**config.mk**
```make
export PLATFORM = sky130hd
export DESIGN_NAME = wdt_cmp_top
export DESIGN_NICKNAME = d
export VERILOG_FILES = /design/src/rtl/wdt_pkg.sv /design/src/rtl/wdt_timer.sv /design/src/rtl/wdt_cmp_chan.sv /design/src/rtl/wdt_ctrl.sv /design/src/rtl/wdt_cmp_top.sv
export SDC_FILE = /design/constraint.sdc
export NUM_CORES = 1
export LEC_CHECK = 0
export ABC_CLOCK_PERIOD_IN_PS = 2100
export BUFFER_PORTS_ARGS = -buffer_cell sky130_fd_sc_hd__buf_2
export CAP_MARGIN = 25
export CORE_MARGIN = 5
export CORE_UTILIZATION = 54
export CTS_BUF_LIST = sky130_fd_sc_hd__clkbuf_16
export DETAILED_ROUTE_END_ITERATION = 10
export GPL_TIMING_DRIVEN = 0
export MAX_ROUTING_LAYER = met4
export PLACE_DENSITY_LB_ADDON = 0.15
export SETUP_SLACK_MARGIN = 0.2
export SLEW_MARGIN = 15
export SYNTH_ARGS = -nofsm -noshare
export SYNTH_HDL_FRONTEND = slang
export SYNTH_SLANG_ARGS = --single-unit
```
**constraint.sdc**
```tcl
create_clock -name clk_i -period 2.1 [get_ports clk_i]
set_input_delay 0.525 -clock clk_i [delete_from_list [all_inputs] [get_ports clk_i]]
set_output_delay 0.525 -clock clk_i [all_outputs]
set_load 0.02 [all_outputs]
```
**src/rtl/wdt_pkg.sv**
```systemverilog
package wdt_pkg;
  localparam int A_TLO  = 0;
  localparam int A_THI  = 1;
  localparam int A_CLO  = 2;
  localparam int A_CHI  = 3;
  localparam int A_MODE = 4;
  localparam int A_CHAN = 5;

  localparam int WDE_BIT  = 6;  // counter mode: watchdog enable
  localparam int ECOM_BIT = 6;  // channel mode: compare enable
  localparam int MAT_BIT  = 3;  // channel mode: match pulse enable
  localparam int CH_W     = 7;  // channel mode width
endpackage

```
**src/rtl/wdt_timer.sv**
```systemverilog
module wdt_timer #(
  parameter int DW = 8
) (
  input  logic            clk_i,
  input  logic            rst_ni,
  input  logic            cnt_en_i,
  input  logic            wr_lo_i,
  input  logic            wr_hi_i,
  input  logic [DW-1:0]   wr_data_i,
  output logic [2*DW-1:0] tmr_o,
  output logic            chg_o
);
  localparam int TW = 2 * DW;

  logic [TW-1:0] tmr_q, prev_q;

  always_ff @(posedge clk_i or negedge rst_ni) begin
    if (!rst_ni) begin
      tmr_q  <= '0;
      prev_q <= '0;
    end else begin
      prev_q <= tmr_q;
      if (wr_lo_i) tmr_q[DW-1:0]  <= wr_data_i;
      if (wr_hi_i) tmr_q[TW-1:DW] <= wr_data_i;
      if (!wr_lo_i && !wr_hi_i && cnt_en_i) tmr_q <= tmr_q + TW'(1);
    end
  end

  assign tmr_o = tmr_q;
  // match is only evaluated on a fresh timer value
  assign chg_o = (tmr_q != prev_q);


  tmr_inc_chk: assert property (@(posedge clk_i) disable iff (!rst_ni)
    (cnt_en_i && !wr_lo_i && !wr_hi_i) |=> tmr_q == $past(tmr_q + TW'(1)));

  tmr_wrap_chk: assert property (@(posedge clk_i) disable iff (!rst_ni)
    (cnt_en_i && !wr_lo_i && !wr_hi_i && tmr_q == '1) |=> tmr_q == '0);
endmodule

```
**src/rtl/wdt_cmp_chan.sv**
```systemverilog
module wdt_cmp_chan
  import wdt_pkg::*;
#(
  parameter int DW = 8
) (
  input  logic            clk_i,
  input  logic            rst_ni,
  input  logic            wr_lo_i,
  input  logic            wr_hi_i,
  input  logic            wr_mode_i,
  input  logic [DW-1:0]   wr_data_i,
  input  logic [2*DW-1:0] tmr_i,
  input  logic            chg_i,
  output logic [2*DW-1:0] cmp_o,
  output logic [CH_W-1:0] mode_o,
  output logic            hit_o,
  output logic            match_o
);
  localparam int TW = 2 * DW;

  logic [TW-1:0]   cmp_q;
  logic [CH_W-1:0] mode_q;
  logic            match_q;

  always_ff @(posedge clk_i or negedge rst_ni) begin
    if (!rst_ni) begin
      cmp_q   <= '0;
      mode_q  <= '0;
      match_q <= 1'b0;
    end else begin
      if (wr_mode_i) mode_q <= wr_data_i[CH_W-1:0];
      // low byte disarms, high byte re-arms: no match on a half-written value
      if (wr_lo_i) begin
        cmp_q[DW-1:0]    <= wr_data_i;
        mode_q[ECOM_BIT] <= 1'b0;
      end
      if (wr_hi_i) begin
        cmp_q[TW-1:DW]   <= wr_data_i;
        mode_q[ECOM_BIT] <= 1'b1;
      end
      match_q <= hit_o && mode_q[MAT_BIT];
    end
  end

  assign hit_o   = chg_i && mode_q[ECOM_BIT] && (tmr_i == cmp_q);
  assign cmp_o   = cmp_q;
  assign mode_o  = mode_q;
  assign match_o = match_q;


  cmp_lo_clr_chk: assert property (@(posedge clk_i) disable iff (!rst_ni)
    (wr_lo_i && !wr_mode_i) |=> !mode_q[ECOM_BIT]);

  cmp_hi_set_chk: assert property (@(posedge clk_i) disable iff (!rst_ni)
    (wr_hi_i && !wr_mode_i) |=> mode_q[ECOM_BIT]);

  match_single_chk: assert property (@(posedge clk_i) disable iff (!rst_ni)
    match_q |=> !match_q);
endmodule

```
**src/rtl/wdt_ctrl.sv**
```systemverilog
module wdt_ctrl
  import wdt_pkg::*;
#(
  parameter int DW = 8
) (
  input  logic          clk_i,
  input  logic          rst_ni,
  input  logic          wr_mode_i,
  input  logic [DW-1:0] wr_data_i,
  input  logic          hit_i,
  output logic [DW-1:0] mode_o,
  output logic          int_rst_o
);
  logic [DW-1:0] mode_q;
  logic          rst_q;

  always_ff @(posedge clk_i or negedge rst_ni) begin
    if (!rst_ni) begin
      mode_q <= '0;
      rst_q  <= 1'b0;
    end else begin
      if (wr_mode_i) mode_q <= wr_data_i;
      rst_q <= hit_i && mode_q[WDE_BIT];
    end
  end

  assign mode_o    = mode_q;
  assign int_rst_o = rst_q;


  rst_pulse_chk: assert property (@(posedge clk_i) disable iff (!rst_ni)
    rst_q |=> !rst_q);

  rst_off_chk: assert property (@(posedge clk_i) disable iff (!rst_ni)
    (!mode_q[WDE_BIT] && !wr_mode_i) |=> !rst_q);
endmodule

```
**src/rtl/wdt_cmp_top.sv**
```systemverilog
module wdt_cmp_top
  import wdt_pkg::*;
#(
  parameter int DW = 8,
  parameter int AW = 3
) (
  input  logic          clk_i,
  input  logic          rst_ni,
  input  logic          cnt_en_i,
  input  logic          wr_en_i,
  input  logic [AW-1:0] wr_addr_i,
  input  logic [DW-1:0] wr_data_i,
  input  logic [AW-1:0] rd_addr_i,
  output logic [DW-1:0] rd_data_o,
  output logic          match_o,
  output logic          int_rst_o,
  output logic          ext_rst_o
);
  localparam int TW = 2 * DW;

  logic          wr_tlo, wr_thi, wr_clo, wr_chi, wr_mode, wr_chan;
  logic [TW-1:0] tmr, cmp;
  logic          chg, hit;
  logic [CH_W-1:0] ch_mode;
  logic [DW-1:0] cnt_mode;

  assign wr_tlo  = wr_en_i && (wr_addr_i == AW'(A_TLO));
  assign wr_thi  = wr_en_i && (wr_addr_i == AW'(A_THI));
  assign wr_clo  = wr_en_i && (wr_addr_i == AW'(A_CLO));
  assign wr_chi  = wr_en_i && (wr_addr_i == AW'(A_CHI));
  assign wr_mode = wr_en_i && (wr_addr_i == AW'(A_MODE));
  assign wr_chan = wr_en_i && (wr_addr_i == AW'(A_CHAN));

  wdt_timer #(.DW(DW)) u_timer (
    .clk_i, .rst_ni, .cnt_en_i,
    .wr_lo_i(wr_tlo), .wr_hi_i(wr_thi), .wr_data_i,
    .tmr_o(tmr), .chg_o(chg)
  );

  wdt_cmp_chan #(.DW(DW)) u_chan (
    .clk_i, .rst_ni,
    .wr_lo_i(wr_clo), .wr_hi_i(wr_chi), .wr_mode_i(wr_chan), .wr_data_i,
    .tmr_i(tmr), .chg_i(chg),
    .cmp_o(cmp), .mode_o(ch_mode), .hit_o(hit), .match_o
  );

  wdt_ctrl #(.DW(DW)) u_ctrl (
    .clk_i, .rst_ni,
    .wr_mode_i(wr_mode), .wr_data_i,
    .hit_i(hit), .mode_o(cnt_mode), .int_rst_o
  );

  // watchdog reset is internal only
  assign ext_rst_o = 1'b0;

  always_comb begin
    rd_data_o = '0;
    case (rd_addr_i)
      AW'(A_TLO):  rd_data_o = tmr[DW-1:0];
      AW'(A_THI):  rd_data_o = tmr[TW-1:DW];
      AW'(A_CLO):  rd_data_o = cmp[DW-1:0];
      AW'(A_CHI):  rd_data_o = cmp[TW-1:DW];
      AW'(A_MODE): rd_data_o = cnt_mode;
      AW'(A_CHAN): rd_data_o = {{(DW-CH_W){1'b0}}, ch_mode};
      default:     rd_data_o = '0;
    endcase
  end


  rst_on_eq_chk: assert property (@(posedge clk_i) disable iff (!rst_ni)
    int_rst_o |-> $past(tmr == cmp));

  stall_quiet_chk: assert property (@(posedge clk_i) disable iff (!rst_ni)
    $stable(tmr) |=> !int_rst_o);

  match_on_eq_chk: assert property (@(posedge clk_i) disable iff (!rst_ni)
    match_o |-> $past(tmr == cmp));
endmodule

```
; ---- Yosys cells after proc, flatten, opt, wreduce, memory -nomap -nowiden
; Index checks and enable logic that the tools add are counted.
; Widths: inputs -> output; s select.
[totals]
register_bits = 65
output_inout_bits = 11
[op_classes]
add_sub_neg = 1
eq_ne = 12
n_mux = 7
reduce_logical = 19
[op_table]
columns = cell, count
row1 = $pmux 8 s6, 1
row2 = $add 16x1->16 const B, 1
row3 = $eq 16x16->1, 1
row4 = $mux 16, 1
row5 = $mux 8, 2
row6 = $ne 16x16->1, 1
row7 = $eq 3x2->1 const B, 4
row8 = $eq 3x3->1 const B, 4
row9 = $logic_and 1x1->1, 12
row10 = $mux 7, 1
row11 = $eq 3x1->1 const B, 2
row12 = $logic_not 3->1, 2
row13 = $reduce_bool 2->1, 2
row14 = $reduce_bool 3->1, 1
row15 = $logic_not 1->1, 2
row16 = $mux 1, 2

; ---- Longest topological paths before layout
[depth]
word_depth = 6
depth_mapped = 6
depth_no_buf = 5

; ---- Cells and area by module
; From an unflattened synthesis, not the netlist that was laid out.
[hier_totals]
cells_unflattened = 301
area_unflattened_um2 = 3480.8
[modules_own_cells]
columns = module, instances, cells_each, area_each_um2, seq_area_each_um2
row1 = wdt_timer, 1, 141, 1516.5, 800.8
row2 = wdt_cmp_chan, 1, 77, 1073.5, 600.6
row3 = wdt_cmp_top, 1, 64, 528.0, 0.0
row4 = wdt_ctrl, 1, 19, 362.8, 225.2

; ---- Worst setup path after synthesis
; No wires, ideal clock.
[synth_timing]
kind = input -> output
start = input rd_addr_i[0]
end = output rd_data_o[7]
t_arrival_ps = 1754
required_ps = 1575
slack_ps = -179
path_stages = 6
path_buffers = 2
cell_sequence = clkbuf_1 -> buf_2 -> inv_1 -> nor3_1 -> a21oi_1 -> o22ai_1
[synth_between]
elab_chain_len = 2
elab_cells_between_ends = 7
[synth_lines]
columns = item, line_no
row1 = "start, declared", wdt_cmp_top.sv:13  ; input logic [AW-1:0] rd_addr_i,
row2 = "$eq 3x3->1, or another cell as far along", wdt_cmp_top.sv:58  ; case (rd_addr_i)
row3 = $pmux 8 s6 (*), wdt_cmp_top.sv:58
row4 = "end, declared", wdt_cmp_top.sv:14  ; output logic [DW-1:0] rd_data_o,
; Mark *: on every way between the ends. The rest lies on a longest branch, timed or not.

; ---- Worst setup path after layout
[layout_timing]
start = register u_timer.tmr_q[13], in the netlist u_timer.tmr_o[13]
end = output rd_data_o[5]
[layout_between]
elab_chain_len = 1
[layout_lines]
columns = item, line_no
row1 = "start, declared", wdt_timer.sv:15  ; logic [TW-1:0] tmr_q, prev_q;
row2 = "start signal, assigned by index", wdt_timer.sv:23  ; if (wr_lo_i) tmr_q[DW-1:0] <= wr_data_i;
row3 = "start signal, assigned by index", wdt_timer.sv:24  ; if (wr_hi_i) tmr_q[TW-1:DW] <= wr_data_i;
row4 = "start signal, assigned", wdt_timer.sv:25  ; if (!wr_lo_i && !wr_hi_i && cnt_en_i) tmr_q <= tmr_q + TW'(1);
row5 = $pmux 8 s6, wdt_cmp_top.sv:58
; No other way between the ends.

==> results_dict.tcl <==
set metrics [dict create \
    cts_sinks 65 \
    htree_levels 3 \
    drt-initial-drc-count 231 \
    setup_slack_ns -0.0469 \
    cp_max_fo 2 \
    die_w_um 89.3 \
    max_stage_delay_ns 0.45 \
    ant_nets 0 \
    p_sw_share_pct 33.0 \
    critical_path_required_ns 1.57 \
    yosys.cell_types.count 48 \
    cts_root_buf "clkbuf_16" \
    p_sw_mw 1.55 \
    worstMarginPinSlew_ns 0.719 \
    std_cell_rows 28 \
    hold_viol 0 \
    diodes 0 \
    period_minus_slack_ns 2.15 \
    routed_wl_um 10100 \
    hold_class "in -> async" \
    fin_util_pct 77.5 \
    crit_slowest_cell "mux4_2" \
    start_kind "flip-flop" \
    grtUsageTotal_pct 27.8 \
    synth_seq_cells 65 \
    slew-limit-headroom_pct 51.8 \
    synthArstFlopShare_pct 100 \
    status "complete, but fails checks" \
    start_util_pct 56.4 \
    dieArea_um2 7980 \
    synthCells 313 \
    slew_viol_final 0 \
    grt_setup_unrepaired "true" \
    ctsHoldBuffers 0 \
    vias_per_cell 6.30 \
    arrival_ns 1.62 \
    routed-via-count 2874 \
    crit_type "reg -> out" \
    cts_tree "built" \
    power.density_nw_per_um2 1010 \
    grt_overflow_total 0 \
    ys_warn_count 0 \
    antenna_found_initial 0 \
    power_frac_seq_pct 38.1 \
    io_pins 29 \
    fmax_mhz 466 \
    cp-end-kind "output pin" \
    die_h_um 89.3 \
    core_area_um2 6030 \
    grt_pass1_vias 2887 \
    synth-edff-count 0 \
    grt_first_pass_wirelength_um 15500 \
    routedWlPerCell_um 22.1 \
    vdd_ir_drop_max_mv 0.666 \
    drc 0 \
    pwr-share-clk_pct 26.5 \
    nets 397 \
    fin_crit_sh_pct 102 \
    avgSynthCellArea_um2 10.9 \
    cts_buffers 9 \
    first_pass_iters 6 \
    grt_max_degree 49 \
    seq_area_frac_synth_pct 47.9 \
    place.gp.congestion 0.905 \
    layout_commonest_cell "dfrtp_1" \
    skew_ns 0.00345 \
    leakagePower_nw 1.93 \
    crit_family "multiplexers" \
    synth_top_flop_cell "dfrtp_1" \
    max-cap-violations 0 \
    synthToLayoutAreaGrowth_pct 37.5 \
    layout_common_cells "dfrtp_1, mux2_2, buf_4, nand2_1, xnor2_1" \
    port_buffers 24 \
    clock_latency_ns 0.32 \
    tns_ns -0.0469 \
    final-setup-viol-count 1 \
    synth_area_um2 3400 \
    syn_nets 332 \
    dp_hpwl_um 6210 \
    power_frac_comb_pct 35.5 \
    violations "negative setup slack" \
    crit_buf_inv 3 \
    drive_gt1_share_pct 44.4 \
    clockBufferDepth 2 \
    post-place-ws_ns -0.135 \
    internal_power_mw 3.16 \
    clk_pin_slew_ns 0.05 \
    cp_cell_sequence "clkbuf_8 -> mux4_2 -> inv_2 -> o22ai_2 -> buf_6" \
]
[registers in the layout (all words and copies together) (netlist names)]
signal / flops
u_ctrl.int_rst_o: 1
u_chan.mode_o: 7
u_timer.prev_q: 16
u_chan.cmp_o: 16
u_chan.match_o: 1
u_ctrl.mode_o: 8
u_timer.tmr_o: 16
[repair_timing]
action / 4_1_cts / 5_1_grt
setup endpoints to repair: 13 / 18
hold endpoints to repair: 0 / 0
pin swaps: 16 / 7
resized for setup: 76 / 28
buffers inserted: 22 / 7
[final timing paths]
| path | startpoint | end | slack [ns] | cells after the start |
|---|---|---|---|---|
| hold reg to reg | u_timer.tmr_o[4]$_DFFE_PN0P_ | u_timer.prev_q[4]$_DFF_PN0_ | 0.37 | 0 |
| hold / removal | rst_ni | u_timer.prev_q[12]$_DFF_PN0_ | 0.07 | 1 |
| setup reg to reg | u_timer.tmr_o[1]$_DFFE_PN0P_ | u_timer.tmr_o[14]$_DFFE_PN0P_ | 0.15 | 7 |
| max in group asynchronous | rst_ni | u_timer.tmr_o[10]$_DFFE_PN0P_ | 1.51 | 2 |
| setup / recovery | u_timer.tmr_o[13]$_DFFE_PN0P_ | rd_data_o[5] | -0.05 | 5 |
| min in group clk_i | u_timer.tmr_o[4]$_DFFE_PN0P_ | u_timer.prev_q[4]$_DFF_PN0_ | 0.37 | 0 |
[cells by family (layout without fill, tap and decap cells)]
group	after synthesis	in the layout	share of synthesized area, %
fa+ha+maj	1	1	0.368
xor+xnor	29	29	7.48
other cells	1	1	0.110
mux	44	44	14.8
flops	65	65	47.9
simple gates	91	91	14.6
buf+inv	35	103	4.42
compound gates	47	47	10.3
[area by class of cell]
class / instances / area [µm²]
well taps: 75 / 93.8
fillers: 378 / 1360
flip-flops and latches: 65 / 1630
clock buffers: 9 / 225
inverters: 11 / 45.0
clock inverters: 5 / 18.8
multi-input cells: 213 / 1950
repair buffers: 54 / 437
plain buffers: 24 / 274
[power groups by stage]
| stage | Combinational [mW] | Sequential [mW] | Clock (mW) |
|---|---|---|---|
| after floorplan | 0.912 | 1.71 | 0 |
| after global placement | 1.17 | 1.76 | 0 |
| after detailed placement | 1.21 | 1.78 | 0 |
| after CTS | 1.49 | 1.77 | 1.26 |
| after global routing | 1.78 | 1.82 | 1.32 |
| final | 1.67 | 1.79 | 1.25 |
[synthesized netlist by cell type (all sizes together), types with 3 or more instances]
| cell type | instances | area share (%) |
|---|---|---|
| o221ai | 3 | 0.77 |
| clkbuf | 15 | 1.7 |
| xnor2 | 22 | 5.7 |
| mux2 | 31 | 10 |
| o311ai | 9 | 2.3 |
| nor4 | 5 | 0.92 |
| or3 | 3 | 0.55 |
| o211ai | 10 | 2.2 |
| nor3 | 3 | 0.44 |
| a21oi | 5 | 0.74 |
| nor2b | 4 | 0.74 |
| xor2 | 7 | 1.8 |
| nor2 | 8 | 0.96 |
| mux2i | 11 | 3.2 |
| buf | 9 | 1.5 |
| dfrtp | 65 | 48 |
| o22ai | 5 | 0.92 |
| a22oi | 3 | 0.66 |
| nand4 | 9 | 1.8 |
| o21ai | 5 | 0.74 |
| or4 | 4 | 0.92 |
| nand3 | 13 | 1.9 |
| nand2 | 28 | 3.1 |
| inv | 11 | 1.2 |
[per-layer routing]
metal	up-vias	part of all wire, %	GRT usage [%]
li1	1279	-	-
met1	1414	41	36.5
met2	140	48	42.5
met3	41	6.4	3.69
met4	0	4.3	14.1
met5	-	0	-
[metrics by stage]
stage	hold WS [ns]	total power, mW	instance area [µm²]	std cells
after floorplan	0.229	2.62	3570	313
after global placement	0.349	2.94	3790	412
after detailed placement	0.355	2.99	3820	413
after CTS	0.0751	4.52	4500	449
after global routing	0.0959	4.92	4670	456
final	0.0700	4.71	4670	456
Note: power is estimated with default switching activity, not from simulation.
